$ cat config.mk
export PLATFORM = sky130hd
export DESIGN_NAME = dll_phase_seq
export DESIGN_NICKNAME = d
export VERILOG_FILES = /design/src/rtl/dll_phase_seq.sv
export SDC_FILE = /design/constraint.sdc
export NUM_CORES = 1
export LEC_CHECK = 0
export ABC_AREA = 1
export BUFFER_PORTS_ARGS = -buffer_cell sky130_fd_sc_hd__buf_2
export CAP_MARGIN = 5
export CORE_MARGIN = 2
export CORE_UTILIZATION = 42
export DETAILED_ROUTE_END_ITERATION = 8
export GPL_TIMING_DRIVEN = 0
export PLACE_DENSITY = 0.88
export SETUP_SLACK_MARGIN = 0.1
export SKIP_CTS_REPAIR_TIMING = 1
export SYNTH_ARGS = -nofsm -noshare
export SYNTH_HDL_FRONTEND = slang
export SYNTH_SLANG_ARGS = --single-unit
$ cat constraint.sdc
create_clock -name clk -period 1.7 [get_ports clk]
set_clock_uncertainty 0.15 [all_clocks]
set_input_delay 0.34 -clock clk [delete_from_list [all_inputs] [get_ports clk]]
set_output_delay 0.34 -clock clk [all_outputs]
set_load 0.1 [all_outputs]
$ cat src/rtl/dll_phase_seq.sv
module dll_phase_seq #(
  parameter int TICK_CYCLES = 100,
  parameter int POLL_LIMIT  = 50
) (
  input  logic        clk,
  input  logic        rst_n,
  input  logic        start,
  input  logic [3:0]  phase_idx,
  input  logic [31:0] cfg_rd,
  input  logic        ck_out_ack,
  output logic        cfg_we,
  output logic [31:0] cfg_wdata,
  output logic        busy,
  output logic        done,
  output logic        timeout_err
);

  localparam int TW = $clog2(TICK_CYCLES + 1);
  localparam int PW = $clog2(POLL_LIMIT + 1);
  localparam int B_LOOP = 16;
  localparam int B_INT  = 17;
  localparam int B_CKO  = 18;
  localparam int B_EXT  = 19;
  localparam int F_LO   = 20;

  typedef enum logic [2:0] {
    ST_IDLE, ST_HANDOFF, ST_GATE_WAIT, ST_PHASE, ST_UNGATE, ST_OPEN_WAIT, ST_RETURN
  } st_t;

  st_t           st;
  logic [3:0]    phase_q;
  logic [TW-1:0] tick_cnt;
  logic [PW-1:0] poll_cnt;
  logic          done_q, err_q;

  wire [3:0] gray     = phase_q ^ (phase_q >> 1);
  wire       waiting  = (st == ST_GATE_WAIT) || (st == ST_OPEN_WAIT);
  wire       want     = (st == ST_OPEN_WAIT);
  wire       poll_now = waiting && (tick_cnt == '0);
  wire       hit      = poll_now && (ck_out_ack == want);
  wire       give_up  = poll_now && !hit && (poll_cnt == PW'(POLL_LIMIT - 1));

  assign busy        = (st != ST_IDLE);
  assign done        = done_q;
  assign timeout_err = err_q;

  always_comb begin
    cfg_we    = 1'b1;
    cfg_wdata = cfg_rd;
    case (st)
      ST_HANDOFF: begin
        cfg_wdata[B_INT]  = 1'b0;
        cfg_wdata[B_CKO]  = 1'b0;
        cfg_wdata[B_EXT]  = 1'b1;
        cfg_wdata[B_LOOP] = 1'b1;
      end
      ST_PHASE:  cfg_wdata[F_LO+3:F_LO] = gray;
      ST_UNGATE: cfg_wdata[B_CKO] = 1'b1;
      ST_RETURN: begin
        cfg_wdata[B_INT] = 1'b1;
        cfg_wdata[B_EXT] = 1'b0;
      end
      default: cfg_we = 1'b0;
    endcase
  end

  always_ff @(posedge clk) begin
    if (!rst_n) begin
      st       <= ST_IDLE;
      phase_q  <= '0;
      tick_cnt <= '0;
      poll_cnt <= '0;
      done_q   <= 1'b0;
      err_q    <= 1'b0;
    end else begin
      done_q <= 1'b0;
      case (st)
        ST_IDLE: if (start) begin
          phase_q <= phase_idx;
          err_q   <= 1'b0;
          st      <= ST_HANDOFF;
        end
        ST_HANDOFF, ST_UNGATE: begin
          tick_cnt <= '0;
          poll_cnt <= '0;
          st       <= (st == ST_HANDOFF) ? ST_GATE_WAIT : ST_OPEN_WAIT;
        end
        ST_GATE_WAIT, ST_OPEN_WAIT: begin
          if (hit) begin
            st <= (st == ST_GATE_WAIT) ? ST_PHASE : ST_RETURN;
          end else if (give_up) begin
            err_q <= 1'b1;
            st    <= ST_IDLE;
          end else if (poll_now) begin
            poll_cnt <= poll_cnt + 1'b1;
            tick_cnt <= TW'(TICK_CYCLES - 1);
          end else begin
            tick_cnt <= tick_cnt - 1'b1;
          end
        end
        ST_PHASE:  st <= ST_UNGATE;
        ST_RETURN: begin
          done_q <= 1'b1;
          st     <= ST_IDLE;
        end
        default: st <= ST_IDLE;
      endcase
    end
  end

endmodule

Yosys cells after proc, flatten, opt, wreduce, memory -nomap -nowiden
Index checks and enable logic that the tools add are counted.
{"block": "classes", "n_addsub": 2, "eq_ne": 14, "mux": 25, "bitwise": 1, "reduce_logical": 19}
{"operator": "7-bit 2-to-1 mux", "n": 3}
{"operator": "6-bit 2-to-1 mux", "n": 3}
{"operator": "3-bit 2-to-1 mux", "n": 5}
{"operator": "7-bit case mux with 2 select lines", "n": 1}
{"operator": "3-bit case mux with 4 select lines", "n": 1}
{"operator": "6-bit case mux with 2 select lines", "n": 1}
{"operator": "2-bit inequality test (second input constant)", "n": 5}
{"operator": "3-bit equality test (second input constant)", "n": 3}
{"operator": "1-bit case mux with 2 select lines", "n": 4}
{"operator": "4-bit AND reduction", "n": 2}
{"operator": "7-bit logical NOT", "n": 1}
{"operator": "7-bit by 1-bit subtractor with 7-bit output (second input constant)", "n": 1}
{"operator": "6-bit by 1-bit adder with 6-bit output (second input constant)", "n": 1}
{"operator": "3-bit by 2-bit equality test with 1-bit output (second input constant)", "n": 2}
{"operator": "6-bit equality test (second input constant)", "n": 1}
{"operator": "1-bit 2-to-1 mux", "n": 6}
{"operator": "1-bit logical AND", "n": 4}
{"operator": "4-bit 2-to-1 mux", "n": 1}
{"operator": "2-bit AND reduction", "n": 2}
{"operator": "2-bit nonzero test", "n": 2}
{"operator": "2-bit OR reduction", "n": 2}
{"operator": "4-bit OR reduction", "n": 1}
{"operator": "4-bit by 3-bit XOR with 4-bit output", "n": 1}
{"operator": "3-bit by 1-bit equality test with 1-bit output (second input constant)", "n": 1}
{"operator": "other kinds (7)", "n": 7}
{"block": "word_totals", "register_bits": 22}

Depth between registers and ports, before layout
{"block": "depth", "word_depth": 10, "ltp_mapped": 12, "ltp_nobuf": 12}

Worst setup path before layout
No wires, ideal clock.
{"block": "synth_path", "path_type": "register -> output", "start": "register st[2]", "end": "output cfg_wdata[20]", "arrival_time_ps": 2889, "required_ps": 1210, "path_slack_ps": -1679, "stages_incl_launch_ff": 7, "path_cell_list": "dfxtp_1 buf_4 inv_2 nand2_1 nor2_1 inv_1 o21ai_0"}
{"block": "synth_via", "elab_chain_len": 2}
{"item": "start: declaration", "line_no": "30", "source": "st_t st;"}
{"item": "start signal: assignment", "line_no": "86", "source": "st <= (st == ST_HANDOFF) ? ST_GATE_WAIT : ST_OPEN_WAIT;"}
{"item": "start signal: assignment", "line_no": "90", "source": "st <= (st == ST_GATE_WAIT) ? ST_PHASE : ST_RETURN;"}
{"item": "3-bit by 2-bit equality test with 1-bit output", "line_no": "50", "source": "case (st)"}
{"item": "4-bit 2-to-1 mux", "line_no": "50"}
{"item": "end: declaration", "line_no": "12", "source": "output logic [31:0] cfg_wdata,"}
No other way between the ends.

Worst setup path after layout
{"block": "layout_path", "start": "register st[2]", "end": "output cfg_wdata[22]"}
Same word-level chain as after synthesis.

==> impl_metrics.json <==
{
  "dp_hpwl_mm": 2.937,
  "drtPass1Iterations": 9,
  "worst_slack_ns": -0.3825,
  "synth_edf_count": 0,
  "cts_buffers": 3,
  "cts_max_level": 1,
  "start_util_pct": 44.14,
  "synth_mux_area_share_pct": 0,
  "grt_antenna_before_repair": 0,
  "drv_slew": 0,
  "period_needed_ns": 2.082,
  "clkTransAtPathRegs_ns": 0.09,
  "gp_congestion": 0.8206,
  "synth.top_cell.area_share_pct": 26.85,
  "fmax_mhz": 480.2,
  "antenna_left": 0,
  "total_power_mw": 5.526,
  "period_share_pct": 122.5,
  "hold_ws_ns": 0.1765,
  "finalSetupTns_ns": -4.310,
  "finalHoldViolations": 0,
  "required_ns": 1.21,
  "gr-total-overflow": 0,
  "dr_total_vias": 1971,
  "postSynthCellCount": 239,
  "antenna_cells": 0,
  "synth_top_family_by_area": "simple AND/OR/NAND/NOR gates",
  "synth-xor-area-share_pct": 2.670,
  "die_height_um": 66.50,
  "path_class": "flip-flop to output pin",
  "ys_ff_latch": 22,
  "dieArea_sq_um": 4422,
  "async_flop_share_pct": 0,
  "ys_warn_count": 0,
  "drtIter0Drc": 166,
  "final_nets": 368,
  "wl_mm": 5.793,
  "synthTopCellsByCount": "58 x nand2_1, 27 x nand3_1, 26 x buf_4",
  "synth_cell_types": 27,
  "coreArea_sq_um": 3716,
  "failed_checks": "setup timing",
  "m1WireLength_mm": 2.029,
  "grt_pass1_vias": 1428,
  "yosysMostFrequentCell": "nand2_1",
  "syn_area_sq_um": 1640,
  "worstHoldPathType": "input port to flip-flop",
  "worstPathMaxFanout": 5,
  "post-place-ws_ns": -0.3553,
  "worst_setup_path_start_kind": "flip-flop",
  "met2_length_mm": 3.016,
  "peakVddDrop_mv": 1.233,
  "io_pins": 76,
  "viasPerCell": 5.313,
  "drive_gt1_share_pct": 61.30,
  "highest_layer": "met4",
  "worst_pin_slew_ns": 0.6447,
  "power.density_nw_per_um2": 2046,
  "grt_pass1_wl_mm": 6.051,
  "wl_per_cell_um": 15.61,
  "syn_nets": 283,
  "yosys.area.top_type": "dfxtp_1",
  "rsz0062_at_grt": "yes",
  "synth-compound-area-share_pct": 9.458,
  "maxCapViolations": 0,
  "worst_setup_path_end_kind": "output pin",
  "die_w_um": 66.50,
  "root_buffer": "clkbuf_8",
  "drc_errors": 0,
  "synth_seq_area_share_pct": 26.85,
  "clkSinkCount": 22,
  "netlist_top_cells_area": "dfxtp_1 27%, nand2_1 13%, buf_4 12%, nand3_1 8.2%, a21oi_1 5.2%",
  "grt_max_degree": 14,
  "io_buffers": 50,
  "clk_latency_ns": 0.28,
  "outcome": "finished with violations",
  "clk_path_buf_depth": 2,
  "wl_met3_um": 453,
  "yosys.area_share.adder_pct": 3.051,
  "grt_use_total_pct": 17.43,
  "avgSynthCellArea_sq_um": 6.863,
  "finalSetupViolCount": 26,
  "leakage_nw": 1.233,
  "max-slew-margin-rel_pct": 57.02,
  "worstPathArrival_ns": 1.59,
  "std_cell_rows": 22,
  "ys.flop_type": "dfxtp_1",
  "syn_to_final_growth_pct": 64.68,
  "synthSimpleGateAreaFrac_pct": 39.21,
  "cts_tree": "yes"
}
[metrics by stage]
step,util (%),area (sq um),cells
2_1_floorplan,-,1735,239
4_1_cts,56.97,2117,341
3_5_place_dp,55.05,2046,337
3_3_place_gp,55.05,2046,337
6_report,72.69,2701,371
5_1_grt,72.69,2701,371
[final timing paths]
path / start / to / slack (ns) / cells after the start
worst min-delay path: phase_idx[0] / phase_q[0] / 0.18 / 3
worst max register to register: tick_cnt[1] / st[2] / -0.22 / 11
worst min register to register: phase_q[0] / phase_q[0] / 0.34 / 2
worst max-delay path: st[2] / cfg_wdata[22] / -0.38 / 7
[metal layers]
| metal | up-vias | global-route usage (%) |
|---|---|---|
| met5 | - | 0 |
| met4 | 0 | 4.337 |
| met3 | 23 | 3.716 |
| met2 | 124 | 30.88 |
| met1 | 909 | 21.30 |
| li1 | 915 | - |
[worst max-delay path, cell delays in order, from the launching register on]
cell	delay, ns
dfxtp_2	0.33
buf_6	0.13
inv_8	0.06
nand2_4	0.05
nor2_4	0.13
clkinvlp_4	0.21
o21ai_4	0.22
buf_12	0.19
[cells by family after synthesis]
| kind of cell | Yosys count |
|---|---|
| AO/OA/AOI/OAI | 26 |
| XOR/XNOR | 5 |
| adder cells (fa/ha/maj) | 4 |
| buffers and inverters | 55 |
| flip-flops | 22 |
| AND/OR/NAND/NOR | 127 |
[area by class of cell]
type	instances	area, sq um
inverter	27	120.1
timing repair buffer	79	620.6
buffer	28	215.2
timing repair inverter	1	7.507
tap	48	60.06
clock buffer	3	41.29
multi-input combinational	162	1155
sequential	22	451.7
fill	254	1015
clock inverter	1	30.03
[power by group]
part,leakage [nW],switching (mW),total [mW],internal (mW)
combinational,1.02,2.62,4.19,1.57
clock,0.0357,0.193,0.509,0.315
sequential,0.182,0.171,0.831,0.660
[cell usage in the layout (no fill, tap or decap), types with 4 or more instances in the layout]
cell type	instances
buf_4	50
buf_2	41
nand2_1	35
nand3_1	21
nand2_2	20
dfxtp_1	17
inv_1	14
nor2_1	11
a21oi_2	11
nand2_4	9
buf_12	9
inv_2	8
o21ai_4	6
nand4_1	6
a21oi_1	6
buf_6	5
nor2_2	5
nand3_2	5
nor2_4	4
[sequential cells by signal (all words and copies together) (netlist names)]
name and cells:
tick_cnt 7, poll_cnt 6, phase_q 4, st 3
done 1, timeout_err 1
No activity file was read; power rests on OpenSTA's default activity.
